[src/rtl/sar_pkg.sv]
package sar_pkg;

    // Sequencer phase
    typedef enum logic {
        SEQ_IDLE = 1'b0,
        SEQ_CONV = 1'b1
    } seq_state_e;

    // Width of a counter that must reach 'limit' inclusive, never zero
    function automatic int cnt_width(input int limit);
        return (limit > 1) ? $clog2(limit + 1) : 1;
    endfunction

    // Width of a counter that counts 0 .. limit-1, never zero
    function automatic int mod_width(input int limit);
        return (limit > 1) ? $clog2(limit) : 1;
    endfunction

endpackage

[src/rtl/sar_edge_sense.sv]
module sar_edge_sense (
    input  logic clk,
    input  logic rst,
    input  logic sig,
    output logic rise,
    output logic fall
);
    logic sig_q;

    always_ff @(posedge clk) begin
        if (rst) sig_q <= 1'b0;
        else     sig_q <= sig;
    end

    assign rise = sig & ~sig_q;
    assign fall = ~sig & sig_q;
endmodule

[src/rtl/sar_sequencer.sv]
module sar_sequencer
    import sar_pkg::*;
#(
    parameter int DATA_W   = 12,
    parameter int TICK_DIV = 25
) (
    input  logic              clk,
    input  logic              rst,
    input  logic              start_rise,
    input  logic              comp_in,
    output logic [DATA_W-1:0] trial_code,
    output logic              holding,
    output logic              done,
    output logic [DATA_W-1:0] result
);
    localparam int IDX_W  = mod_width(DATA_W);
    localparam int TICK_W = mod_width(TICK_DIV);
    localparam logic [DATA_W-1:0] ONE      = {{(DATA_W-1){1'b0}}, 1'b1};
    localparam logic [DATA_W-1:0] MSB_MASK = ONE << (DATA_W - 1);
    localparam logic [TICK_W-1:0] TICK_LAST = TICK_W'(TICK_DIV - 1);

    seq_state_e        state_q;
    logic [TICK_W-1:0] tick_q;
    logic [IDX_W-1:0]  idx_q;
    logic [DATA_W-1:0] trial_q;

    logic              tick_end;
    logic              last_bit;
    logic [DATA_W-1:0] bit_mask;
    logic [DATA_W-1:0] decided;

    assign tick_end = (tick_q == TICK_LAST);
    assign last_bit = (idx_q == '0);
    assign bit_mask = ONE << idx_q;
    assign decided  = comp_in ? trial_q : (trial_q & ~bit_mask);

    always_ff @(posedge clk) begin
        if (rst) begin
            state_q <= SEQ_IDLE;
            tick_q  <= '0;
            idx_q   <= '0;
            trial_q <= '0;
        end else begin
            case (state_q)
                SEQ_IDLE: begin
                    if (start_rise) begin
                        state_q <= SEQ_CONV;
                        tick_q  <= '0;
                        idx_q   <= IDX_W'(DATA_W - 1);
                        trial_q <= MSB_MASK;
                    end
                end
                default: begin
                    if (tick_end) begin
                        tick_q <= '0;
                        if (last_bit) begin
                            state_q <= SEQ_IDLE;
                            trial_q <= decided;
                        end else begin
                            trial_q <= decided | (bit_mask >> 1);
                            idx_q   <= idx_q - IDX_W'(1);
                        end
                    end else begin
                        tick_q <= tick_q + TICK_W'(1);
                    end
                end
            endcase
        end
    end

    assign trial_code = trial_q;
    assign holding    = (state_q == SEQ_CONV);
    assign done       = (state_q == SEQ_CONV) && tick_end && last_bit;
    assign result     = decided;
endmodule

[src/rtl/sar_serial_port.sv]
module sar_serial_port
    import sar_pkg::*;
#(
    parameter int DATA_W = 12
) (
    input  logic              clk,
    input  logic              rst,
    input  logic              sclk_rise,
    input  logic              sclk_fall,
    input  logic              cancel,
    input  logic [DATA_W-1:0] word,
    output logic              sdata,
    output logic              reading,
    output logic              read_done
);
    localparam int CNT_W = cnt_width(DATA_W);
    localparam logic [CNT_W-1:0] CNT_FULL = CNT_W'(DATA_W);

    logic              reading_q;
    logic [CNT_W-1:0]  cnt_q;
    logic [DATA_W-1:0] shreg_q;
    logic              sdata_q;

    assign read_done = reading_q && sclk_fall && (cnt_q == CNT_FULL);

    always_ff @(posedge clk) begin
        if (rst || cancel) begin
            reading_q <= 1'b0;
            cnt_q     <= '0;
            shreg_q   <= '0;
            sdata_q   <= 1'b0;
        end else if (sclk_rise) begin
            if (!reading_q) begin
                reading_q <= 1'b1;
                cnt_q     <= CNT_W'(1);
                sdata_q   <= word[DATA_W-1];
                shreg_q   <= word << 1;
            end else if (cnt_q != CNT_FULL) begin
                sdata_q <= shreg_q[DATA_W-1];
                shreg_q <= shreg_q << 1;
                cnt_q   <= cnt_q + CNT_W'(1);
            end
        end else if (read_done) begin
            reading_q <= 1'b0;
            cnt_q     <= '0;
            sdata_q   <= 1'b0;
        end
    end

    assign sdata   = sdata_q;
    assign reading = reading_q;
endmodule

[src/rtl/sar_out_stage.sv]
module sar_out_stage #(
    parameter int DATA_W = 12
) (
    input  logic              clk,
    input  logic              rst,
    input  logic              conv_done,
    input  logic [DATA_W-1:0] conv_code,
    input  logic              reading,
    input  logic              read_done,
    input  logic              start_fall,
    output logic              force_load,
    output logic [DATA_W-1:0] out_code,
    output logic [DATA_W-1:0] pend_code
);
    logic              pend_q;
    logic [DATA_W-1:0] out_q;
    logic [DATA_W-1:0] pval_q;
    logic              load_now;

    assign force_load = start_fall && pend_q;
    assign load_now   = !reading || read_done;

    always_ff @(posedge clk) begin
        if (rst) begin
            pend_q <= 1'b0;
            out_q  <= '0;
            pval_q <= '0;
        end else if (conv_done) begin
            if (load_now) begin
                out_q  <= conv_code;
                pend_q <= 1'b0;
            end else begin
                pval_q <= conv_code;
                pend_q <= 1'b1;
            end
        end else if (pend_q && (read_done || force_load)) begin
            out_q  <= pval_q;
            pend_q <= 1'b0;
        end
    end

    assign out_code  = out_q;
    assign pend_code = pval_q;
endmodule

[src/rtl/sar_readout_core.sv]
module sar_readout_core #(
    parameter int DATA_W   = 12,
    parameter int TICK_DIV = 25
) (
    input  logic              clk,
    input  logic              rst,
    input  logic              conv_start,
    input  logic              sclk,
    input  logic              comp_in,
    output logic [DATA_W-1:0] dac_code,
    output logic              track_hold,
    output logic              sdata
);
    logic              cs_rise, cs_fall;
    logic              sk_rise, sk_fall;
    logic              seq_done;
    logic [DATA_W-1:0] seq_code;
    logic              ser_reading, ser_done;
    logic              force_load;
    logic [DATA_W-1:0] out_code;
    logic [DATA_W-1:0] pend_code;

    sar_edge_sense u_cs_edge (
        .clk(clk), .rst(rst), .sig(conv_start), .rise(cs_rise), .fall(cs_fall)
    );

    sar_edge_sense u_sk_edge (
        .clk(clk), .rst(rst), .sig(sclk), .rise(sk_rise), .fall(sk_fall)
    );

    sar_sequencer #(.DATA_W(DATA_W), .TICK_DIV(TICK_DIV)) u_seq (
        .clk(clk), .rst(rst), .start_rise(cs_rise), .comp_in(comp_in),
        .trial_code(dac_code), .holding(track_hold),
        .done(seq_done), .result(seq_code)
    );

    sar_out_stage #(.DATA_W(DATA_W)) u_out (
        .clk(clk), .rst(rst), .conv_done(seq_done), .conv_code(seq_code),
        .reading(ser_reading), .read_done(ser_done), .start_fall(cs_fall),
        .force_load(force_load), .out_code(out_code), .pend_code(pend_code)
    );

    sar_serial_port #(.DATA_W(DATA_W)) u_ser (
        .clk(clk), .rst(rst), .sclk_rise(sk_rise), .sclk_fall(sk_fall),
        .cancel(force_load), .word(out_code),
        .sdata(sdata), .reading(ser_reading), .read_done(ser_done)
    );
endmodule

[config.mk]
export PLATFORM = sky130hd
export DESIGN_NAME = sar_readout_core
export DESIGN_NICKNAME = d
export VERILOG_FILES = /design/src/rtl/sar_pkg.sv /design/src/rtl/sar_edge_sense.sv /design/src/rtl/sar_sequencer.sv /design/src/rtl/sar_serial_port.sv /design/src/rtl/sar_out_stage.sv /design/src/rtl/sar_readout_core.sv
export SDC_FILE = /design/constraint.sdc
export NUM_CORES = 1
export LEC_CHECK = 0
export ABC_AREA = 0
export ABC_CLOCK_PERIOD_IN_PS = 2000
export CAP_MARGIN = 15
export CORE_UTILIZATION = 25
export DETAILED_ROUTE_END_ITERATION = 7
export PLACE_DENSITY = 0.4
export RECOVER_POWER = 100
export SLEW_MARGIN = 15
export SYNTH_ARGS = -nofsm -noshare
export SYNTH_HDL_FRONTEND = slang
export SYNTH_SLANG_ARGS = --single-unit
[constraint.sdc]
create_clock -name clk -period 2 [get_ports clk]
set_input_delay 0.2 -clock clk [delete_from_list [all_inputs] [get_ports clk]]
set_output_delay 0.2 -clock clk [all_outputs]
set_load 0.05 [all_outputs]
Word-level counts from Yosys, hierarchy flattened
Cells that the tools add are included.
{ "classes": {"n_eq_ne": 8, "shift": 1, "reduce_logical": 20, "n_bitwise": 12, "muxes": 33, "n_addsub": 3} }
{ "ops": {"columns": ["operator", "count"], "rows": [
  ["2-to-1 mux 12 bit", 10],
  ["2-to-1 mux 4 bit", 8],
  ["2-to-1 mux 5 bit", 3],
  ["AND 12 bit", 1],
  ["2-to-1 mux 1 bit", 12],
  ["inverter 12 bit", 1],
  ["OR 12 x 11 -> 12 bit", 1],
  ["left shift 1 x 4 -> 12 bit, first input constant", 1],
  ["AND reduction 2 bit", 5],
  ["logical AND 1 bit", 6],
  ["inequality test 2 bit, second input constant", 3],
  ["nonzero test 2 bit", 3],
  ["adder 5 x 1 -> 5 bit, second input constant", 1],
  ["== test 5 bit, second input constant", 1],
  ["inverter 1 bit", 5],
  ["adder 4 x 1 -> 4 bit, second input constant", 1],
  ["AND 1 bit", 4],
  ["== test 4 bit, second input constant", 1],
  ["zero test 4 bit", 1],
  ["inequality test 4 bit, second input constant", 1],
  ["subtractor 4 x 1 -> 4 bit, second input constant", 1],
  ["logical OR 1 bit", 3],
  ["inequality test 3 bit, second input constant", 1],
  ["AND reduction 3 bit", 1],
  ["2 further kinds", 2]
]} }
{ "totals": {"register_bits": 67, "wordCells": 90, "input_bits": 5} }

Depth between registers and ports, before layout
Gate-level depths: netlist (run 1).
{ "depth": {"word_depth": 8, "mapped_depth": 8} }

By module
A second synthesis (run 1) with hierarchy kept.
{ "unflattened": {"hier_cells": 368, "hier_area_um2": 3395.8} }
{ "modules_own_cells": {"columns": ["module", "cells_each", "area_each_um2", "instances"], "rows": [
  ["sar_sequencer", 139, 1262.5, 1],
  ["sar_out_stage", 126, 1176.1, 1],
  ["sar_serial_port", 95, 879.6, 1],
  ["sar_edge_sense", 4, 38.8, 2]
]} }

Worst setup path after synthesis (run 1)
No wires, ideal clock.
{ "synth_timing": {"path_kind": "register to register", "start": "register u_seq.state_q, in the netlist u_seq.holding", "end": "register u_seq.idx_q[2]", "n_path_buf": 1, "slack_ns": 0.062, "path_stages_with_launch": 6, "t_arrival_ns": 1.858, "cell_sequence": "dfxtp_1 -> buf_4 -> clkinv_2 -> mux2i_4 -> or4_1 -> a211oi_2"} }
{ "synth_via": {"elab_chain_len": 2, "elab_cells_between_ends": 5, "cone_classes": "eq/ne (2); mux (1); reduce/logical (2)"} }
{ "synth_rtl": {"columns": ["element", "line", "rtl"], "rows": [
  ["from (decl)", "sar_sequencer.sv:22", "seq_state_e state_q;"],
  ["from (signal assigned)", "sar_sequencer.sv:39", "state_q <= SEQ_IDLE;"],
  ["from (signal assigned)", "sar_sequencer.sv:47", "state_q <= SEQ_CONV;"],
  ["from (signal assigned)", "sar_sequencer.sv:57", "state_q <= SEQ_IDLE;"],
  ["inequality test 2 bit (no line) / nonzero test 2 bit (equally long branches)", null, null],
  ["AND reduction 3 bit (no line)", null, null],
  ["to (signal assigned)", "sar_sequencer.sv:49", "idx_q <= IDX_W'(DATA_W - 1);"],
  ["to (signal assigned)", "sar_sequencer.sv:61", "idx_q <= idx_q - IDX_W'(1);"],
  ["to (decl)", "sar_sequencer.sv:24", "logic [IDX_W-1:0] idx_q;"]
]} }
Parallel ways exist; a longest one is shown, timed or not.
A chain may end at the register's enable or synchronous reset.

Worst setup path in the final report (run 1)
{ "layout_timing": {"start": "register u_seq.idx_q[1]", "end": "register u_out.pval_q[5], in the netlist u_out.pend_code[5]"} }
{ "layout_via": {"elab_chain_len": 4, "elab_cells_between_ends": 7, "cone_classes": "shift (1); mux (1); bitwise (2); reduce/logical (3)"} }
{ "layout_rtl": {"columns": ["element", "line", "rtl"], "rows": [
  ["left shift 1 x 4 -> 12 bit", "sar_sequencer.sv:34", "assign bit_mask = ONE << idx_q;"],
  ["inverter 12 bit", "sar_sequencer.sv:35", "assign decided = comp_in ? trial_q : (trial_q & ~bit_mask);"],
  ["AND 12 bit", "sar_sequencer.sv:35", null],
  ["2-to-1 mux 12 bit", "sar_sequencer.sv:35", null],
  ["to (signal assigned)", "sar_out_stage.sv:33", "pval_q <= conv_code;"],
  ["to (decl)", "sar_out_stage.sv:17", "logic [DATA_W-1:0] pval_q;"]
]} }
Parallel ways exist; a longest one is shown, timed or not.

==> results_tabular.tex, run 1 <==
\begin{tabular}{lr}
\hline
Metric & Value \\
\hline
\multicolumn{2}{l}{\textbf{Layout}} \\
Most frequent standard cell in the layout excluding fill and tap cells & sky130\_fd\_sc\_hd\_\_dfxtp\_1 \\
Final antenna diode count & 0 \\
Total number of nets in the final design & $\sim$410 \\
Area Overhead vs Synth & 21.8\% \\
Commonest non-fill, non-tap cells in the layout & sky130\_fd\_sc\_hd\_\_dfxtp\_1, sky130\_fd\_sc\_hd\_\_nor2\_1, sky130\_fd\_sc\_hd\_\_nand2\_1 \\
Area of the multi-input gates & around 1700 um\^{}2 \\
Number of filler cells placed in the layout & around 1400 \\
Finished Layout Cells & roughly 570 \\
Area taken by flip-flops and latches & approximately 1300 um\^{}2 \\
Share of cells above drive strength 1 & between 10\% and 20\% \\
\multicolumn{2}{l}{\textbf{Detailed routing}} \\
Routed wire length per instance & 14.1 um \\
Via count normalized by instance count & approximately 4.7 \\
WL met3 & $\sim$200 um \\
Starting DRC count in detailed routing & 86 \\
Wl on met1 & between 4 and 5 mm \\
DR pass1 iterations & 4 \\
Routed Wire Length & $\sim$8 mm \\
Uppermost metal layer occupied by signal nets & met4 \\
Vias & 2661 \\
DRC errors left & 0 \\
Antenna Violating Nets Remaining & 0 \\
Wire length on met2 & between 3 and 4 mm \\
\multicolumn{2}{l}{\textbf{Floorplanning}} \\
Die area & $\sim$14000 um\^{}2 \\
Number of top-level pins & 19 \\
Number of standard-cell rows in the floorplan & approximately 40 \\
Placeable Area & 12700 um\^{}2 \\
Die extent in x & roughly 120 um \\
Initial core utilization & around a quarter \\
Overall die height & $\sim$120 um \\
\multicolumn{2}{l}{\textbf{Clock tree}} \\
Number of buffers created by CTS & 9 \\
Clock tree from TritonCTS & built \\
Clock network latency to the later pin of the worst-skew pair & 0.33 ns \\
Clk Tree Root Cell & sky130\_fd\_sc\_hd\_\_clkbuf\_16 \\
Count of instances resized after the clock tree is built & 0 \\
\# hold bufs at CTS & 0 \\
Setup bufs post-CTS & 0 \\
Number of sinks on the clock net & between 60 and 70 \\
Clock Pin Slew Worst Setup and Hold Paths & $\sim$0.060 ns \\
Htree depth & 3 \\
Worst-case clock buffer depth & 2 \\
\multicolumn{2}{l}{\textbf{Logic synthesis}} \\
Count of flip-flops with a built-in enable after synthesis & 0 \\
Syn Nets & 377 \\
Post-synthesis average cell area & roughly 9.0 um\^{}2 \\
Proportion of synthesized chip area in sequential cells & between 40\% and 50\% \\
Total number of yosys warnings & 0 \\
Async set-reset flop share out of synthesis & 0\% \\
Flip-flop cell with the highest count after synthesis & sky130\_fd\_sc\_hd\_\_dfxtp\_1 \\
Synth cell types & between 50 and 60 \\
Mapped Cells & around 360 \\
Synthesized area & 3280 um\^{}2 \\
Flip-flop and latch count after synthesis & between 60 and 70 \\
\multicolumn{2}{l}{\textbf{Pwr}} \\
Peak VDD IR & between 300 and 400 uV \\
Cell area power density & 841 nW/um\^{}2 \\
Leakage & about 0.0014 uW \\
\multicolumn{2}{l}{\textbf{Place}} \\
Routability-driven placement congestion ratio & about 0.74 \\
Cell Count Post-Placement & approximately 550 \\
Number of input and output port buffers inserted & 18 \\
Hpwl dp & slightly below 6 mm \\
\multicolumn{2}{l}{\textbf{Global routing}} \\
Global Route Usage Sum & 13.2\% \\
First-pass GRT wire length & roughly 14 mm \\
Maximum number of pins on one net before global-route repair & 38 \\
Remaining global-route overflow & 0 \\
Vias in the first global route & roughly 2600 \\
Initial antenna violation count & 0 \\
\multicolumn{2}{l}{\textbf{Worst setup path}} \\
Arrival time at the worst endpoint & roughly 2.2 ns \\
Kind of end point of the critical path & register \\
Data required time of the worst path & between 2 and 2.5 ns \\
Worst reg-to-reg setup slack & 0.12 ns \\
Max FO, Critical Path & 12 \\
Startpoint class of the critical path & register \\
Worst setup path category & register to register \\
\multicolumn{2}{l}{\textbf{Timing}} \\
Fin Clk Skew & between 0.005 and 0.006 ns \\
Total negative slack for setup checks & 0 ns \\
Max-slew headroom at the worst pin & around three fifths \\
Worst slew pin tran & 0.595 ns \\
Period Utilization, post-route & between 90\% and 100\% \\
Number of endpoints failing setup at the final stage & 0 \\
Final Max Slew Viols & 0 \\
Hold violation count in the final report & 0 \\
Fmax & around 530 MHz \\
RSZ-0062 raised after global routing & no \\
Shortest period the worst path allows & 1.88 ns \\
\multicolumn{2}{l}{\textbf{Worst hold path}} \\
Class of the most critical hold timing path & input pin to register \\
\multicolumn{2}{l}{\textbf{Status}} \\
Result of the run & finished clean \\
\multicolumn{2}{l}{\textbf{Flow run}} \\
Number of max-cap violations & 0 \\
\hline
\end{tabular}
## synth_stat cells (2+ instances only)
| cell | n | area [um^2] |
|---|---|---|
| sky130_fd_sc_hd__a211oi_1 | 11 | 82.6 |
| sky130_fd_sc_hd__nand4_1 | 2 | 12.5 |
| sky130_fd_sc_hd__nand2b_1 | 10 | 62.6 |
| sky130_fd_sc_hd__mux2i_1 | 19 | 190 |
| sky130_fd_sc_hd__nor3_1 | 5 | 25.0 |
| sky130_fd_sc_hd__mux2_2 | 4 | 45.0 |
| sky130_fd_sc_hd__nand3b_1 | 2 | 15.0 |
| sky130_fd_sc_hd__nor2_2 | 4 | 25.0 |
| sky130_fd_sc_hd__nor2b_1 | 7 | 43.8 |
| sky130_fd_sc_hd__o21ai_0 | 18 | 90.1 |
| sky130_fd_sc_hd__or2_2 | 2 | 12.5 |
| sky130_fd_sc_hd__nor3b_1 | 2 | 15.0 |
| sky130_fd_sc_hd__buf_2 | 3 | 15.0 |
| sky130_fd_sc_hd__nand2_1 | 25 | 93.8 |
| sky130_fd_sc_hd__buf_6 | 4 | 45.0 |
| sky130_fd_sc_hd__mux2_4 | 4 | 60.1 |
| sky130_fd_sc_hd__inv_1 | 21 | 78.8 |
| sky130_fd_sc_hd__a21o_1 | 7 | 52.6 |
| sky130_fd_sc_hd__nor2_1 | 34 | 128 |
| sky130_fd_sc_hd__or4_1 | 2 | 15.0 |
| sky130_fd_sc_hd__o21a_1 | 2 | 15.0 |
| sky130_fd_sc_hd__ha_1 | 9 | 113 |
| sky130_fd_sc_hd__or3_1 | 3 | 18.8 |
| sky130_fd_sc_hd__a31oi_1 | 14 | 87.6 |
| sky130_fd_sc_hd__a311oi_1 | 4 | 35.0 |
| sky130_fd_sc_hd__nand3_1 | 5 | 25.0 |
| sky130_fd_sc_hd__o221a_2 | 12 | 135 |
| sky130_fd_sc_hd__a21oi_1 | 20 | 100 |
| sky130_fd_sc_hd__clkbuf_1 | 13 | 48.8 |
| sky130_fd_sc_hd__dfxtp_1 | 66 | 1320 |
| sky130_fd_sc_hd__o31ai_1 | 3 | 22.5 |
| sky130_fd_sc_hd__buf_4 | 4 | 30.0 |
| sky130_fd_sc_hd__a41oi_1 | 3 | 26.3 |
## final timing paths
path,startpoint,end,cells after the start
setup / recovery,u_seq.idx_q[1],u_out.pend_code[5],7
setup reg to reg,u_seq.idx_q[1],u_out.pend_code[5],7
hold reg to reg,u_seq.trial_code[7],u_seq.trial_code[7],2
hold / removal,rst,u_seq.tick_q[1],2
## sequential cells by signal, summed over array words and instances (netlist names), 4 cells and up
signal,count
u_seq.trial_code,12
u_out.pend_code,12
u_seq.tick_q,5
u_seq.idx_q,4
u_out.out_code,12
u_ser.cnt_q,4
u_ser.shreg_q,11
## worst max-delay path: stages (launching register included)
cell	delay, ns
sky130_fd_sc_hd__dfxtp_1	0.35
sky130_fd_sc_hd__inv_1	0.11
sky130_fd_sc_hd__ha_1	0.23
sky130_fd_sc_hd__and4bb_4	0.31
sky130_fd_sc_hd__o2111a_4	0.26
sky130_fd_sc_hd__buf_12	0.15
sky130_fd_sc_hd__mux2_1	0.34
sky130_fd_sc_hd__nor2_2	0.07
## through the flow
step | cell area (um^2) | setup WS, ns | hold WS (ns) | power [uW] | util, %
2_1_floorplan | 3280 | 0.0621 | 0.328 | 1630 | -
3_3_place_gp | 3740 | 0.145 | 0.460 | 1740 | 29.4
3_5_place_dp | 3740 | 0.122 | 0.466 | 1740 | 29.4
4_1_cts | 4050 | 0.104 | 0.235 | 3430 | 31.8
5_1_grt | 4000 | 0.0131 | 0.261 | 3510 | 31.4
6_report | 4000 | 0.124 | 0.245 | 3360 | 31.4
## routing by layer
layer,up-vias,track usage (%)
met5,-,0
met4,0,6.58
met3,11,2.08
met2,32,19.7
met1,1243,18.3
li1,1375,-
## cell type report
class / instances / area share [%]
clock inverters: 5 / 2.00
repair buffers: 42 / 8.60
well taps: 172 / 5.38
multi-input cells: 251 / 43.1
clock buffers: 10 / 5.73
flip-flops and latches: 66 / 33.0
inverters: 22 / 2.10
## kinds of logic (layout without fill, tap and decap cells)
| group | after synthesis | count (layout) | share of synthesized area (%) |
|---|---|---|---|
| adder cells (fa/ha/maj) | 9 | 9 | 3.43 |
| AO/OA/AOI/OAI | 102 | 102 | 22.2 |
| AND/OR/NAND/NOR | 112 | 112 | 17.6 |
| flip-flops | 66 | 66 | 40.2 |
| buffers and inverters | 46 | 79 | 6.78 |
| multiplexers | 28 | 28 | 9.68 |
## report_power, final
group          internal, uW  total (uW)  switching (uW)
Clock                  1080        1670             584
Sequential             1350        1370            22.4
Combinational           122         328             206
(Power assumes the default switching activity.)
==> run 2, diff against run 1 <==
MAX_ROUTING_LAYER = met4   (was not set)
==> run 2 against run 1 <==
  * Clock skew is essentially flat
  * Cell count unchanged
  * Largest cell class unchanged
  * Register-to-register slack barely moved
  * Worst hold slack improved by 0.0028 ns
  * Combinational power about the same
==> results_tabular.tex, run 2 (synthesized netlist as in run 1, its figures left out) <==
\begin{tabular}{lr}
\hline
Metric & Value \\
\hline
\multicolumn{2}{l}{\textbf{Place}} \\
Routability-driven placement congestion ratio & 0.747 \\
Number of input and output port buffers inserted & 18 \\
Minimum setup slack after placement & about 0.12 ns \\
Hpwl dp & a little under 6 mm \\
DP Area & approximately 3700 um\^{}2 \\
\multicolumn{2}{l}{\textbf{Layout}} \\
Commonest non-fill, non-tap cells in the layout & sky130\_fd\_sc\_hd\_\_dfxtp\_1, sky130\_fd\_sc\_hd\_\_nor2\_1, sky130\_fd\_sc\_hd\_\_nand2\_1 \\
Final instance area & 4000 um\^{}2 \\
Final antenna diode count & 0 \\
Area of the multi-input gates & 1730 um\^{}2 \\
Share of cells above drive strength 1 & between 15 and 20\% \\
Total number of nets in the final design & 406 \\
Area Overhead vs Synth & 21.8\% \\
Most frequent standard cell in the layout excluding fill and tap cells & sky130\_fd\_sc\_hd\_\_dfxtp\_1 \\
Area taken by flip-flops and latches & about 1300 um\^{}2 \\
Number of filler cells placed in the layout & roughly 1400 \\
\multicolumn{2}{l}{\textbf{Clock tree}} \\
Setup bufs post-CTS & 0 \\
Number of sinks on the clock net & between 60 and 70 \\
Count of instances resized after the clock tree is built & 0 \\
Clock Pin Slew Worst Setup and Hold Paths & 0.06 ns \\
Htree depth & 3 \\
\# hold bufs at CTS & 0 \\
Clock tree from TritonCTS & built \\
Number of buffers created by CTS & 9 \\
Worst-case clock buffer depth & 2 \\
Clock network latency to the later pin of the worst-skew pair & roughly 0.32 ns \\
Clk Tree Root Cell & sky130\_fd\_sc\_hd\_\_clkbuf\_16 \\
\multicolumn{2}{l}{\textbf{Worst setup path}} \\
Count of buffering cells on the critical path with inverters included & 2 \\
Gate family responsible for the most delay along the worst path & simple AND/OR/NAND/NOR gates \\
Worst r2r src & u\_seq.idx\_q[1] \\
Worst R2R Path Depth & 7 \\
Worst setup path category & register to register \\
Kind of end point of the critical path & register \\
Max FO, Critical Path & 12 \\
Data required time of the worst path & around 2.3 ns \\
Worst reg-to-reg setup slack & between 0.1 and 0.15 ns \\
Arrival time at the worst endpoint & about 2.1 ns \\
Cell-by-cell listing of the critical path & inv\_1 -> ha\_1 -> and4bb\_4 -> o2111a\_4 -> buf\_12 -> mux2\_1 -> nor2\_2 \\
Slowest CP cell & sky130\_fd\_sc\_hd\_\_dfxtp\_1 \\
Critical register-to-register path endpoint & u\_out.pend\_code[5] \\
Max incr delay on CP & $\sim$0.35 ns \\
Startpoint class of the critical path & register \\
\multicolumn{2}{l}{\textbf{Worst hold path}} \\
Endpoint of the worst hold-timing path & u\_seq.tick\_q[1] \\
Class of the most critical hold timing path & input pin to register \\
Hold Crit Depth & 2 \\
Launch point of the worst hold path & rst \\
\multicolumn{2}{l}{\textbf{Timing}} \\
Setup slack after layout & between 0.1 and 0.15 ns \\
RSZ-0062 raised after global routing & no \\
Worst slew pin tran & $\sim$0.60 ns \\
Shortest period the worst path allows & 1.88 ns \\
Number of endpoints failing setup at the final stage & 0 \\
Hold violation count in the final report & 0 \\
Max-slew headroom at the worst pin & between 60\% and 70\% \\
Total negative slack for setup checks & 0 ns \\
Final Max Slew Viols & 0 \\
Fin Clk Skew & 0.00564 ns \\
Worst-case hold slack & 0.248 ns \\
Fmax & between 500 and 600 MHz \\
Period Utilization, post-route & 93.8\% \\
\multicolumn{2}{l}{\textbf{Pwr}} \\
Peak VDD IR & roughly 310 uV \\
Relative contribution of the clock network to total power & around 49\% \\
Int Power & approximately 2600 uW \\
Leakage & roughly 0.0014 uW \\
Post-layout total power & around 3400 uW \\
Combinational group share of total power & about a tenth \\
Proportion of total power due to net switching & between 20\% and 30\% \\
Portion of total power attributed to sequential cells & slightly above 40\% \\
Cell area power density & roughly 840 nW/um\^{}2 \\
Net switching power & 803 uW \\
\multicolumn{2}{l}{\textbf{Floorplanning}} \\
Overall die height & around 120 um \\
Number of top-level pins & 19 \\
Number of standard-cell rows in the floorplan & 41 \\
Die extent in x & around 120 um \\
Placeable Area & between 10000 and 15000 um\^{}2 \\
Die area & roughly 14000 um\^{}2 \\
Initial core utilization & 25.8\% \\
\multicolumn{2}{l}{\textbf{Detailed routing}} \\
DR pass1 iterations & 4 \\
Wire length on met2 & 3.48 mm \\
Vias & 2658 \\
DRC errors left & 0 \\
WL met3 & approximately 180 um \\
Uppermost metal layer occupied by signal nets & met4 \\
Wl on met1 & 4.26 mm \\
Via count normalized by instance count & 4.68 \\
Antenna Violating Nets Remaining & 0 \\
Routed Wire Length & about 8.0 mm \\
Routed wire length per instance & 14.1 um \\
Starting DRC count in detailed routing & 100 \\
\multicolumn{2}{l}{\textbf{Global routing}} \\
Global Route Usage Sum & a little over an eighth \\
Initial antenna violation count & 0 \\
First-pass GRT wire length & roughly 14 mm \\
Maximum number of pins on one net before global-route repair & 38 \\
Remaining global-route overflow & 0 \\
Vias in the first global route & 2627 \\
\multicolumn{2}{l}{\textbf{Status}} \\
Result of the run & finished clean \\
\multicolumn{2}{l}{\textbf{Flow run}} \\
Number of max-cap violations & 0 \\
\hline
\end{tabular}
==> run 2: area by class of cell <==
| type | count | area share [%] |
|---|---|---|
| clock buffer | 10 | 5.73 |
| tap | 172 | 5.38 |
| multi-input combinational | 251 | 43.1 |
| clock inverter | 5 | 2.00 |
| timing repair buffer | 42 | 8.60 |
| inverter | 22 | 2.10 |
| sequential | 66 | 33.0 |
==> run 2: how the worst max path moves through the flow <==
stage                     from                  end  slack (ns)  depth (start not counted)
2_1_floorplan    u_seq.holding       u_seq.idx_q[2]        0.06                          5
3_3_place_gp           comp_in  u_seq.trial_code[3]        0.14                          5
3_5_place_dp        conv_start    u_out.out_code[5]        0.12                          5
4_1_cts         u_seq.idx_q[1]  u_out.pend_code[10]        0.10                          7
5_1_grt        u_seq.tick_q[0]       u_seq.idx_q[1]        0.01                          7
6_report        u_seq.idx_q[1]   u_out.pend_code[5]        0.12                          7
==> run 2: per-layer routing <==
metal	track usage, %	vias up
li1	-	1378
met4	6.58	0
met3	2.02	7
met2	19.6	33
met5	-	-
met1	18.5	1240
==> run 2: per-stage QoR <==
stage                     cells  utilization, %
final                       568            31.4
after global routing        568            31.4
after CTS                   568            31.8
after detailed placement    553            29.4
after global placement      553            29.4
after floorplan             363               -
==> run 2: power by group through the flow <==
stage / clock [uW] / combinational (uW) / sequential, uW
after detailed placement: 0 / 342 / 1400
after global placement: 0 / 340 / 1400
final: 1660 / 328 / 1370
after floorplan: 0 / 226 / 1410
after CTS: 1710 / 343 / 1370
after global routing: 1770 / 367 / 1370
==> run 2: worst reg2reg max path, cell delays in order, from the launching register on <==
cell and delay [ns]:
sky130_fd_sc_hd__dfxtp_1 0.35, sky130_fd_sc_hd__inv_1 0.11, sky130_fd_sc_hd__ha_1 0.23, sky130_fd_sc_hd__and4bb_4 0.31, sky130_fd_sc_hd__o2111a_4 0.26, sky130_fd_sc_hd__buf_12 0.15, sky130_fd_sc_hd__mux2_1 0.34, sky130_fd_sc_hd__nor2_2 0.07
